==> config.mk <==
export PLATFORM = sky130hd
export DESIGN_NAME = sdram_refresh_seq
export DESIGN_NICKNAME = d
export VERILOG_FILES = /design/src/rtl/refseq_pkg.sv /design/src/rtl/ref_timer.sv /design/src/rtl/ref_stagger.sv /design/src/rtl/ref_ctrl.sv /design/src/rtl/sdram_refresh_seq.sv
export SDC_FILE = /design/constraint.sdc
export NUM_CORES = 1
export LEC_CHECK = 0
export ABC_AREA = 0
export ABC_CLOCK_PERIOD_IN_PS = 3930
export CORE_MARGIN = 2
export CORE_UTILIZATION = 40
export CTS_CLUSTER_SIZE = 16
export DETAILED_ROUTE_END_ITERATION = 6
export PLACE_DENSITY = 0.7
export SKIP_CTS_REPAIR_TIMING = 1
export SLEW_MARGIN = 20
export SYNTH_ARGS = -nofsm -noshare
export SYNTH_HDL_FRONTEND = slang
export SYNTH_HIERARCHICAL = 1
export SYNTH_SLANG_ARGS = --single-unit
==> constraint.sdc <==
create_clock -name clk -period 3.93 [get_ports clk]
set_clock_uncertainty 0.15 [all_clocks]
set_input_delay 0.393 -clock clk [delete_from_list [all_inputs] [get_ports clk]]
set_output_delay 0.393 -clock clk [all_outputs]
set_load 0.005 [all_outputs]
==> src/rtl/refseq_pkg.sv <==
package refseq_pkg;

    typedef enum logic [1:0] {
        PM_RUN   = 2'd0,
        PM_DOZE  = 2'd1,
        PM_NAP   = 2'd2,
        PM_SLEEP = 2'd3
    } pmode_e;

    typedef enum logic [1:0] {
        SC_SELF  = 2'd0,
        SC_CBR   = 2'd1,
        SC_OFF   = 2'd2,
        SC_OFF_B = 2'd3
    } slpcfg_e;

    typedef enum logic [2:0] {
        ST_IDLE     = 3'd0,
        ST_DRAIN    = 3'd1,
        ST_STEP     = 3'd2,
        ST_RECOV    = 3'd3,
        ST_DRAIN_SR = 3'd4,
        ST_SR_ENTER = 3'd5,
        ST_SELF     = 3'd6,
        ST_SR_EXIT  = 3'd7
    } seq_st_e;

endpackage

==> src/rtl/ref_timer.sv <==
module ref_timer #(
    parameter int PERIOD_W = 16
) (
    input  logic                clk,
    input  logic                rst_n,
    input  logic [PERIOD_W-1:0] period_i,
    input  logic                take_i,
    input  logic                drop_i,
    output logic                pend_o,
    output logic                ovr_o
);
    typedef struct packed {
        logic [PERIOD_W-1:0] cnt;
        logic                pend;
        logic                ovr;
    } tmr_t;

    tmr_t q, d;
    logic [PERIOD_W-1:0] lim;
    logic                tick;

    always_comb begin
        d    = q;
        lim  = (period_i == '0) ? '0 : period_i - 1'b1;
        tick = (q.cnt >= lim);
        d.cnt  = tick ? '0 : q.cnt + 1'b1;
        d.pend = (q.pend & ~take_i & ~drop_i) | (tick & ~drop_i);
        d.ovr  = tick & q.pend & ~take_i & ~drop_i;
    end

    always_ff @(posedge clk) begin
        if (!rst_n) q <= '0;
        else        q <= d;
    end

    assign pend_o = q.pend;
    assign ovr_o  = q.ovr;

    assert_overrun_needs_pending_R11: assert property (@(posedge clk) disable iff (!rst_n)
        q.ovr |-> $past(q.pend));

    assert_drop_clears_R10: assert property (@(posedge clk) disable iff (!rst_n)
        drop_i |=> !q.pend);

endmodule

==> src/rtl/ref_stagger.sv <==
module ref_stagger #(
    parameter int NUM_CS = 8,
    parameter int IDX_W  = 2
) (
    input  logic              en_i,
    input  logic [IDX_W-1:0]  idx_i,
    output logic [NUM_CS-1:0] sel_o
);
    localparam int NUM_PAIRS = NUM_CS / 2;

    for (genvar i = 0; i < NUM_CS; i++) begin : g_cs
        localparam int PAIR = (i < NUM_PAIRS) ? i : (NUM_CS - 1 - i);
        assign sel_o[i] = en_i && (idx_i == IDX_W'(PAIR));
    end

endmodule

==> src/rtl/ref_ctrl.sv <==
module ref_ctrl
    import refseq_pkg::*;
#(
    parameter int RECOV_W   = 8,
    parameter int NUM_PAIRS = 4,
    parameter int IDX_W     = 2
) (
    input  logic               clk,
    input  logic               rst_n,
    input  pmode_e             mode_i,
    input  slpcfg_e            cfg_i,
    input  logic               mc_idle_i,
    input  logic               pend_i,
    input  logic [RECOV_W-1:0] recov_i,
    output logic               take_o,
    output logic               drop_o,
    output logic               gnt_o,
    output logic               step_en_o,
    output logic [IDX_W-1:0]   step_idx_o,
    output logic               all_cs_o,
    output logic               cmd_o,
    output logic               cke_o
);
    localparam logic [IDX_W-1:0] LAST = IDX_W'(NUM_PAIRS - 1);

    typedef struct packed {
        seq_st_e            st;
        logic [IDX_W-1:0]   idx;
        logic [RECOV_W-1:0] cnt;
    } ctl_t;

    ctl_t q, d;
    logic want_sr, no_ref;

    always_comb begin
        d       = q;
        take_o  = 1'b0;
        drop_o  = 1'b0;
        want_sr = (mode_i == PM_SLEEP) && (cfg_i == SC_SELF);
        no_ref  = (mode_i == PM_SLEEP) && ((cfg_i == SC_OFF) || (cfg_i == SC_OFF_B));
        case (q.st)
            ST_IDLE: begin
                if (want_sr) begin
                    d.st   = ST_DRAIN_SR;
                    drop_o = 1'b1;
                end else if (no_ref) begin
                    drop_o = 1'b1;
                end else if (pend_i) begin
                    take_o = 1'b1;
                    d.st   = ST_DRAIN;
                end
            end
            ST_DRAIN: begin
                if (mc_idle_i) begin
                    d.st  = ST_STEP;
                    d.idx = '0;
                end
            end
            ST_STEP: begin
                if (q.idx == LAST) begin
                    if (recov_i <= RECOV_W'(1)) d.st = ST_IDLE;
                    else begin
                        d.st  = ST_RECOV;
                        d.cnt = recov_i - RECOV_W'(2);
                    end
                end else begin
                    d.idx = q.idx + 1'b1;
                end
            end
            ST_RECOV: begin
                if (q.cnt == '0) d.st = ST_IDLE;
                else             d.cnt = q.cnt - 1'b1;
            end
            ST_DRAIN_SR: begin
                drop_o = 1'b1;
                if (mc_idle_i) d.st = ST_SR_ENTER;
            end
            ST_SR_ENTER: begin
                drop_o = 1'b1;
                d.st   = ST_SELF;
            end
            ST_SELF: begin
                drop_o = 1'b1;
                if (!want_sr) d.st = ST_SR_EXIT;
            end
            ST_SR_EXIT: begin
                if (recov_i <= RECOV_W'(1)) d.st = ST_IDLE;
                else begin
                    d.st  = ST_RECOV;
                    d.cnt = recov_i - RECOV_W'(2);
                end
            end
            default: d.st = ST_IDLE;
        endcase
    end

    always_ff @(posedge clk) begin
        if (!rst_n) begin
            q.st  <= ST_IDLE;
            q.idx <= '0;
            q.cnt <= '0;
        end else begin
            q <= d;
        end
    end

    assign gnt_o      = (q.st == ST_IDLE);
    assign step_en_o  = (q.st == ST_STEP);
    assign step_idx_o = q.idx;
    assign all_cs_o   = (q.st == ST_SR_ENTER);
    assign cmd_o      = step_en_o | all_cs_o;
    assign cke_o      = !((q.st == ST_SR_ENTER) || (q.st == ST_SELF));

    assert_stagger_order_R3: assert property (@(posedge clk) disable iff (!rst_n)
        (q.st == ST_STEP && q.idx != '0) |-> ($past(q.st) == ST_STEP && $past(q.idx) == q.idx - 1'b1));

    assert_step_after_idle_R5: assert property (@(posedge clk) disable iff (!rst_n)
        (q.st == ST_STEP && q.idx == '0) |-> ($past(q.st) == ST_DRAIN && $past(mc_idle_i)));

    assert_sr_exit_only_when_left_R8: assert property (@(posedge clk) disable iff (!rst_n)
        (q.st == ST_SR_EXIT) |-> ($past(q.st) == ST_SELF));

endmodule

==> src/rtl/sdram_refresh_seq.sv <==
module sdram_refresh_seq
    import refseq_pkg::*;
#(
    parameter int NUM_CS   = 8,
    parameter int PERIOD_W = 16,
    parameter int RECOV_W  = 8
) (
    input  logic                clk,
    input  logic                rst_n,
    input  logic [1:0]          pwr_mode_i,
    input  logic [1:0]          sleep_cfg_i,
    input  logic [PERIOD_W-1:0] period_i,
    input  logic [RECOV_W-1:0]  recov_i,
    input  logic                mc_idle_i,
    output logic                gnt_o,
    output logic [NUM_CS-1:0]   cs_n_o,
    output logic                ras_n_o,
    output logic                cas_n_o,
    output logic                we_n_o,
    output logic                cke_o,
    output logic                overrun_o
);
    localparam int NUM_PAIRS = NUM_CS / 2;
    localparam int IDX_W     = (NUM_PAIRS > 1) ? $clog2(NUM_PAIRS) : 1;

    logic             pend, take, drop;
    logic             step_en, all_cs, cmd;
    logic [IDX_W-1:0] step_idx;
    logic [NUM_CS-1:0] pair_sel;

    ref_timer #(.PERIOD_W(PERIOD_W)) u_timer (
        .clk      (clk),
        .rst_n    (rst_n),
        .period_i (period_i),
        .take_i   (take),
        .drop_i   (drop),
        .pend_o   (pend),
        .ovr_o    (overrun_o)
    );

    ref_ctrl #(.RECOV_W(RECOV_W), .NUM_PAIRS(NUM_PAIRS), .IDX_W(IDX_W)) u_ctrl (
        .clk        (clk),
        .rst_n      (rst_n),
        .mode_i     (pmode_e'(pwr_mode_i)),
        .cfg_i      (slpcfg_e'(sleep_cfg_i)),
        .mc_idle_i  (mc_idle_i),
        .pend_i     (pend),
        .recov_i    (recov_i),
        .take_o     (take),
        .drop_o     (drop),
        .gnt_o      (gnt_o),
        .step_en_o  (step_en),
        .step_idx_o (step_idx),
        .all_cs_o   (all_cs),
        .cmd_o      (cmd),
        .cke_o      (cke_o)
    );

    ref_stagger #(.NUM_CS(NUM_CS), .IDX_W(IDX_W)) u_stagger (
        .en_i  (step_en),
        .idx_i (step_idx),
        .sel_o (pair_sel)
    );

    assign cs_n_o  = ~(pair_sel | {NUM_CS{all_cs}});
    assign ras_n_o = ~cmd;
    assign cas_n_o = ~cmd;
    assign we_n_o  = 1'b1;

    assert_pair_cs_R2: assert property (@(posedge clk) disable iff (!rst_n)
        (!ras_n_o && cke_o) |-> ($countones(~cs_n_o) == 2));

    assert_no_cmd_with_gnt_R5: assert property (@(posedge clk) disable iff (!rst_n)
        (!ras_n_o) |-> !gnt_o);

    assert_sr_entry_R7: assert property (@(posedge clk) disable iff (!rst_n)
        $fell(cke_o) |-> (cs_n_o == '0 && !ras_n_o && !cas_n_o && we_n_o));

    assert_sr_no_gnt_R7: assert property (@(posedge clk) disable iff (!rst_n)
        !cke_o |-> !gnt_o);

    assert_cke_rise_deselect_R8: assert property (@(posedge clk) disable iff (!rst_n)
        $rose(cke_o) |-> (cs_n_o == '1 && ras_n_o));

endmodule

==> summary.md, run 1 <==
| Metric | Value |
|---|---|
| Outcome | `complete, no violations` |
| TritonCTS clock tree | `yes` |
| Post-route ant nets | `0` |
| H-tree Lvls | `2` |
| Critical path, cell by cell | `clkdlybuf4s50_1 > or4_4 > nor4_4 > nand3_1 > xnor2_1 > nand2_1 > ha_1 > nand4_1 > nor4_1 > o31ai_2 > nand4_2 > buf_4 > nor2_1` |
| Reg2reg start | `u_ctrl/q[10]` |
| Worst hold path class | `reg2reg` |
| Buf+Inv Stages, Crit Path | `2` |
| Tmin final | `about 3.4 ns` |
| Initial Utilization | `0.4149` |
| Post-synth EDFFs | `0` |
| Met3 WL post-DR | `approximately 270 um` |
| WP data arrival | `3.42 ns` |
| Crit path max fanout | `16` |
| Final count of hold timing violations | `0` |
| Max VDD drop | `0.0001287 V` |
| Chip height | `87.95 um` |
| Main flop type after synthesis | `dfxtp_1` |
| First-pass GRT wire length | `~10000 um` |
| WL per Instance | `between 10 and 15 um` |
| Critical path's top delay family | `simple AND/OR/NAND/NOR gates` |
| Worst-path clk slew | `0.07 ns` |
| Vias in the first global route | `2343` |
| Total grt overflow | `0` |
| Row cnt | `30` |
| Setup crit start | `period_i[10]` |
| Final Slew Violations | `0` |
| Core area | `just under 7000 um^2` |
| Die width | `between 80 and 90 um` |
| Flop2flop setup slack | `1.64 ns` |
| R2R Path End | `u_ctrl/q[0]` |
| Most common cell after layout, fill and taps aside | `clkdlybuf4s50_1` |
| TNS Setup | `0 ns` |
| Initial DRT Pass Iterations | `4` |
| Share of layout cells above drive strength 1 | `0.07216` |
| Fillers | `674` |
| Total GRT Usage | `0.1650` |
| CTS Sinks | `31` |
| Clock power frac | `0.228` |
| Hold path cells | `2` |
| Register share of total power | `0.380` |
| Synth async-reset ratio | `0` |
| Syn. warnings | `6` |
| Unrepaired setup endpoints after global routing | `false` |
| Combinational share of power | `0.391` |
| Die area | `just under 8000 um^2` |
| Routed WL | `roughly 6000 um` |
| Critical path launch point type | `primary input` |
| Register area share after synthesis | `0.2202` |
| Clock Latency Late Sink | `0.28 ns` |
| Total Power | `around 0.0011 W` |
| Max Clk Rate | `294.1 MHz` |
| Slew @ Worst Pin | `between 0.7 and 0.8 ns` |
| WHS | `about 0.35 ns` |
| Worst Path Class, Setup | `in2reg` |
| Slew HR | `0.5031` |
| DR vias/cell | `roughly 5.4` |
| Cell Area, Synth | `2819 um^2` |
| Residual DRC | `0` |
| Switch share | `0.3557` |
| Power Density | `332.5 nW/um^2` |
| Max-cap violations | `0` |
| Final nets | `442` |
| Slowest CP cell | `or4_4` |
| I/O pin total | `45` |
| Leak | `~1.4 nW` |
| Synth-to-Final Area Change | `17.84%` |
| Initial antenna violation count | `0` |
| Crit. End Element | `flop` |
| Required @ worst endpoint | `3.95 ns` |
| Largest net degree at the start of global routing | `24` |
| Internal Power | `0.0007116 W` |
| # diodes | `0` |
| Final period util | `0.8651` |
| Number of DRC markers in iteration 0 | `119` |
| Syn Inst Count | `358` |
| GP Congestion | `0.7876` |
| Setup crit end | `u_timer/q[4]` |
| Syn_area_per_cell | `between 7 and 8 um^2` |
| Synthesized Nets | `412` |
| Distinct cells, synth | `65` |
| Clk root buf | `clkbuf_8` |
| Worst reg-to-reg path cell count | `4` |
| Setup violators final | `0` |
| Met2 WL | `3099 um` |
| Metal-1 WL | `~2700 um` |
| Max incr delay on CP | `0.57 ns` |
| IO buf count | `43` |
| Psw | `0.0003928 W` |
| Top routing layer in use | `met4` |
| Most frequent cells in the layout | `clkdlybuf4s50_1 (43), nor2_1 (42), nand2_1 (37)` |
| DP HPWL | `4829 um` |
| Vias | `2617` |
| Synthesized flop and latch total | `31` |
| CP Depth | `13` |
| Worst-case clock buffer depth | `2` |
| Cts bufs inserted | `5` |
==> cells in the mapped netlist (4+ instances only) <==
cell type	n	area, um^2
nor2_1	42	157.7
nand2_1	37	138.9
dfxtp_1	31	620.6
ha_1	23	287.8
xor2_1	20	175.2
nand3_1	18	90.09
inv_1	17	63.81
a21oi_1	15	75.07
nor3_1	10	50.05
xnor2_1	10	87.58
buf_4	8	60.06
o21ai_0	8	40.04
and3_1	6	37.54
buf_2	6	30.03
nor4_1	6	37.54
or3_1	6	37.54
and2_1	4	25.02
buf_6	4	45.04
nand4_1	4	25.02
nor2b_1	4	25.02
o21ai_1	4	20.02
o221ai_1	4	35.03
==> through the flow <==
stage | setup slack [ns] | utilization | area, um^2 | cells
2_1_floorplan | 0.8987 | - | 2819 | 358
3_3_place_gp | 0.3841 | 0.4761 | 3234 | 477
3_5_place_dp | 0.2360 | 0.4761 | 3234 | 477
4_1_cts | 0.5367 | 0.4890 | 3322 | 484
5_1_grt | 0.2724 | 0.4890 | 3322 | 484
6_report | 0.5302 | 0.4890 | 3322 | 484
==> state kept, by name (all words and copies together) (netlist names) <==
name	cells
u_timer/ovr_o	1
u_ctrl/step_idx_o	2
u_timer/pend_o	1
u_ctrl/q	11
u_timer/q	16
==> area by class of cell <==
class                   count  area [um^2]  share of cell area
multi-input cells         288         1984              0.5974
flip-flops and latches     31        620.6              0.1868
repair buffers             45        445.4              0.1341
well taps                  96        120.1             0.03616
clock buffers               6        82.58             0.02486
inverters                  17        63.81             0.01921
clock inverters             1        5.005            0.001507
==> power by group through the flow <==
stage | combinational (W) | sequential [W] | clock [W]
floorplan | 0.000356 | 0.000362 | 0
global placement | 0.000426 | 0.000426 | 0
detailed placement | 0.000431 | 0.000428 | 0
CTS | 0.000433 | 0.000421 | 0.000261
global route | 0.000478 | 0.000429 | 0.000277
finish | 0.000432 | 0.000420 | 0.000252
==> worst min-delay path, stage by stage (launching register included) <==
cell and delay [ns]:
dfxtp_1 0.33, nand2_1 0.06, mux2i_1 0.06
==> how the worst min path moves through the flow <==
stage	endpoint	startpoint	slack [ns]
global route	u_timer/ovr_o	u_timer/pend_o	0.37
global placement	u_timer/q[2]	u_timer/q[2]	0.32
floorplan	u_timer/q[2]	u_timer/q[2]	0.29
detailed placement	u_timer/ovr_o	u_timer/pend_o	0.34
CTS	u_ctrl/q[1]	u_ctrl/q[1]	0.36
finish	u_ctrl/q[1]	u_ctrl/q[1]	0.35
==> per-layer routing <==
metal,vias to the layer above,track usage
met4,0,0.05874
met2,71,0.3010
met1,1195,0.1929
met3,9,0.02828
li1,1342,-
met5,-,0
==> cell families after synthesis <==
kind of cell / count (synthesis) / share of synthesized area
flip-flops: 31 / 0.2202
buffers and inverters: 39 / 0.07590
other: 1 / 0.001330
XOR/XNOR: 30 / 0.09321
multiplexers: 2 / 0.007102
AO/OA/AOI/OAI: 63 / 0.1629
adder cells (fa/ha/maj): 23 / 0.1021
AND/OR/NAND/NOR: 169 / 0.3373
Power figures use the tool's default switching activity.
==> run 2: changes to the inputs <==
Settings changed: CELL_PAD_IN_SITES_DETAIL_PLACEMENT from default to 1, CELL_PAD_IN_SITES_GLOBAL_PLACEMENT from default to 2, CORE_ASPECT_RATIO from default to 0.5, CORE_UTILIZATION 40 to 32, PLACE_DENSITY 0.7 to 0.89.
==> run 2 against run 1 <==
Power rose by 25%; maximum frequency fell by 3.5%; non-clock buffer count rose by 1; sequential share of layout area fell by 0.73 points; highest routed layer unchanged; via count fell by 0.92%; global-route usage fell by 0.44 points; wire length rose by 17%; utilization fell by 8.8 points; count of clock-buffer cells in the layout did not move.
==> summary.md, run 2 (synthesis gave the netlist of run 1 again) <==
| Metric | Value |
|---|---|
| Outcome | `complete, no violations (unchanged)` |
| Worst reg-to-reg path cell count | `4 (unchanged)` |
| WP data arrival | `3.57 ns (was 3.42 ns)` |
| Final count of hold timing violations | `0 (unchanged)` |
| DR vias/cell | `5.114 (was 5.407)` |
| Clk root buf | `clkbuf_16 (was clkbuf_8)` |
| Unrepaired setup endpoints after global routing | `false (unchanged)` |
| WL per Instance | `14.20 um (was 12.75 um)` |
| Slowest CP cell | `or4_4 (unchanged)` |
| IO buf count | `43 (unchanged)` |
| Final Util | `0.4011 (was 0.4890)` |
| Largest Register | `u_timer/q (unchanged)` |
| Post-route ant nets | `0 (unchanged)` |
| Crit. End Element | `flop (unchanged)` |
| TritonCTS clock tree | `yes (unchanged)` |
| Most frequent cells in the layout | `clkdlybuf4s50_1 (43), nor2_1 (42), nand2_1 (37) (unchanged)` |
| TNS Setup | `0 ns (unchanged)` |
| Initial Utilization | `0.3271 (was 0.4149)` |
| Hold path cells | `1 (was 2)` |
| Share of layout cells above drive strength 1 | `0.07436 (was 0.07216)` |
| WHS | `0.3435 ns (was 0.3474 ns)` |
| Residual DRC | `0 (unchanged)` |
| Chip height | `70.37 um (was 87.95 um)` |
| Worst hold path class | `reg2reg (unchanged)` |
| Number of DRC markers in iteration 0 | `223 (was 119)` |
| Slew @ Worst Pin | `0.7804 ns (was 0.7444 ns)` |
| Required @ worst endpoint | `3.98 ns (was 3.95 ns)` |
| Critical path, cell by cell | `clkdlybuf4s50_1 > or4_4 > nor4_4 > nand4_2 > or2b_1 > ha_1 > nor2b_1 > o211a_1 > o31ai_2 > nand4_2 > nor2_1 (was clkdlybuf4s50_1 > or4_4 > nor4_4 > nand3_1 > xnor2_1 > nand2_1 > ha_1 > nand4_1 > nor4_1 > o31ai_2 > nand4_2 > buf_4 > nor2_1)` |
| Row cnt | `24 (was 30)` |
| Tmin final | `3.522 ns (was 3.400 ns)` |
| Initial antenna violation count | `0 (unchanged)` |
| GP Congestion | `0.7792 (was 0.7876)` |
| Total GRT Usage | `0.1606 (was 0.1650)` |
| Critical path launch point type | `primary input (unchanged)` |
| Total grt overflow | `0 (unchanged)` |
| R2R Path End | `u_ctrl/q[0] (unchanged)` |
| Worst Path Class, Setup | `in2reg (unchanged)` |
| CP dominant cell by count | `nand4_2` |
| Synth-to-Final Area Change | `22.64% (was 17.84%)` |
| Initial DRT Pass Iterations | `4 (unchanged)` |
| Routed WL | `7198 um (was 6172 um)` |
| Cts bufs inserted | `5 (unchanged)` |
| Hold endpoint | `u_timer/q[2] (was u_ctrl/q[1])` |
| Max-cap violations | `0 (unchanged)` |
| Max Clk Rate | `283.9 MHz (was 294.1 MHz)` |
| Crit path max fanout | `16 (unchanged)` |
| Max incr delay on CP | `0.58 ns (was 0.57 ns)` |
| Die width | `136.7 um (was 87.95 um)` |
| Number of flip-flops in the largest register | `16 (unchanged)` |
| Vias in the first global route | `2600 (was 2343)` |
| CTS Sinks | `31 (unchanged)` |
| Flop2flop setup slack | `1.52 ns (was 1.64 ns)` |
| I/O pin total | `45 (unchanged)` |
| Worst-case clock buffer depth | `2 (unchanged)` |
| Worst-path clk slew | `0.05 ns (was 0.07 ns)` |
| Setup violators final | `0 (unchanged)` |
| Core area | `8618 um^2 (was 6794 um^2)` |
| Clock Latency Late Sink | `0.28 ns (about the same)` |
| Vias | `2593 (was 2617)` |
| H-tree Lvls | `2 (unchanged)` |
| Final period util | `0.8963 (was 0.8651)` |
| # diodes | `0 (unchanged)` |
| Slew HR | `0.4790 (was 0.5031)` |
| First-pass GRT wire length | `12540 um (was 10220 um)` |
| Final nets | `443 (was 442)` |
| DP HPWL | `5431 um (was 4829 um)` |
| Largest net degree at the start of global routing | `24 (unchanged)` |
| Die area | `9621 um^2 (was 7735 um^2)` |
| Max VDD drop | `0.0001926 V (was 0.0001287 V)` |
| Leak | `1.418 nW (was 1.369 nW)` |
| Reg2reg start | `u_ctrl/q[10] (unchanged)` |
| Power Density | `398.9 nW/um^2 (was 332.5 nW/um^2)` |
| Final Slew Violations | `0 (unchanged)` |
| Most common cell after layout, fill and taps aside | `clkdlybuf4s50_1 (unchanged)` |
| Hold Path Origin | `u_timer/q[2] (was u_ctrl/q[1])` |
[run 2: changes by cell type in the layout (fill, tap and decap cells not counted), sizes merged]
cell    before  now
buf          2    3
bufinv       0    2
clkinv       1    0
[run 2: final cells by class]
type                    instances  area (um^2)
well taps                     117        146.4
repair buffers                 46        452.9
fillers                      1037         5161
multi-input cells             288         1984
flip-flops and latches         31        620.6
inverters                      17        63.81
clock buffers                   6        128.9
clock inverters                 2        60.06
[run 2: worst max-delay path by stage]
stage / to / startpoint
6_report: u_timer/q[4] / period_i[10]
5_1_grt: u_timer/q[4] / period_i[6]
4_1_cts: u_timer/q[4] / period_i[6]
3_5_place_dp: u_timer/q[4] / period_i[9]
3_3_place_gp: u_timer/q[12] / period_i[6]
2_1_floorplan: u_timer/q[13] / period_i[11]
[run 2: per-layer routing]
metal / vias up / track usage / wire [um]
li1: 1339 / - / -
met1: 1207 / 0.2226 / 3759
met2: 38 / 0.2567 / 3144
met3: 9 / 0.02324 / 201
met4: 0 / 0.04861 / 93
met5: - / 0 / 0
[run 2: stage by stage]
stage | total power (W) | setup WS, ns | instances | instance area (um^2)
after CTS | 0.001389 | 0.3701 | 507 | 3457
after global routing | 0.001467 | 0.08517 | 507 | 3457
final | 0.001379 | 0.4077 | 507 | 3457
after floorplan | 0.0007181 | 0.8987 | 358 | 2819
after detailed placement | 0.0008697 | 0.06482 | 499 | 3268
after global placement | 0.0008617 | 0.08800 | 499 | 3268
[run 2: where the power goes]
part	leakage [nW]	internal [W]	total, W	switching, W
clock	0.0911	0.000363	0.000508	0.000145
sequential	0.251	0.000338	0.000425	0.0000863
combinational	1.08	0.000237	0.000446	0.000209
[run 2: critical path, delay by kind of cell]
family | cells | cell delay [ns]
compound gates | 2 | 0.55
fa+ha+maj | 1 | 0.22
buf+inv | 1 | 0.45
simple gates | 7 | 1.93
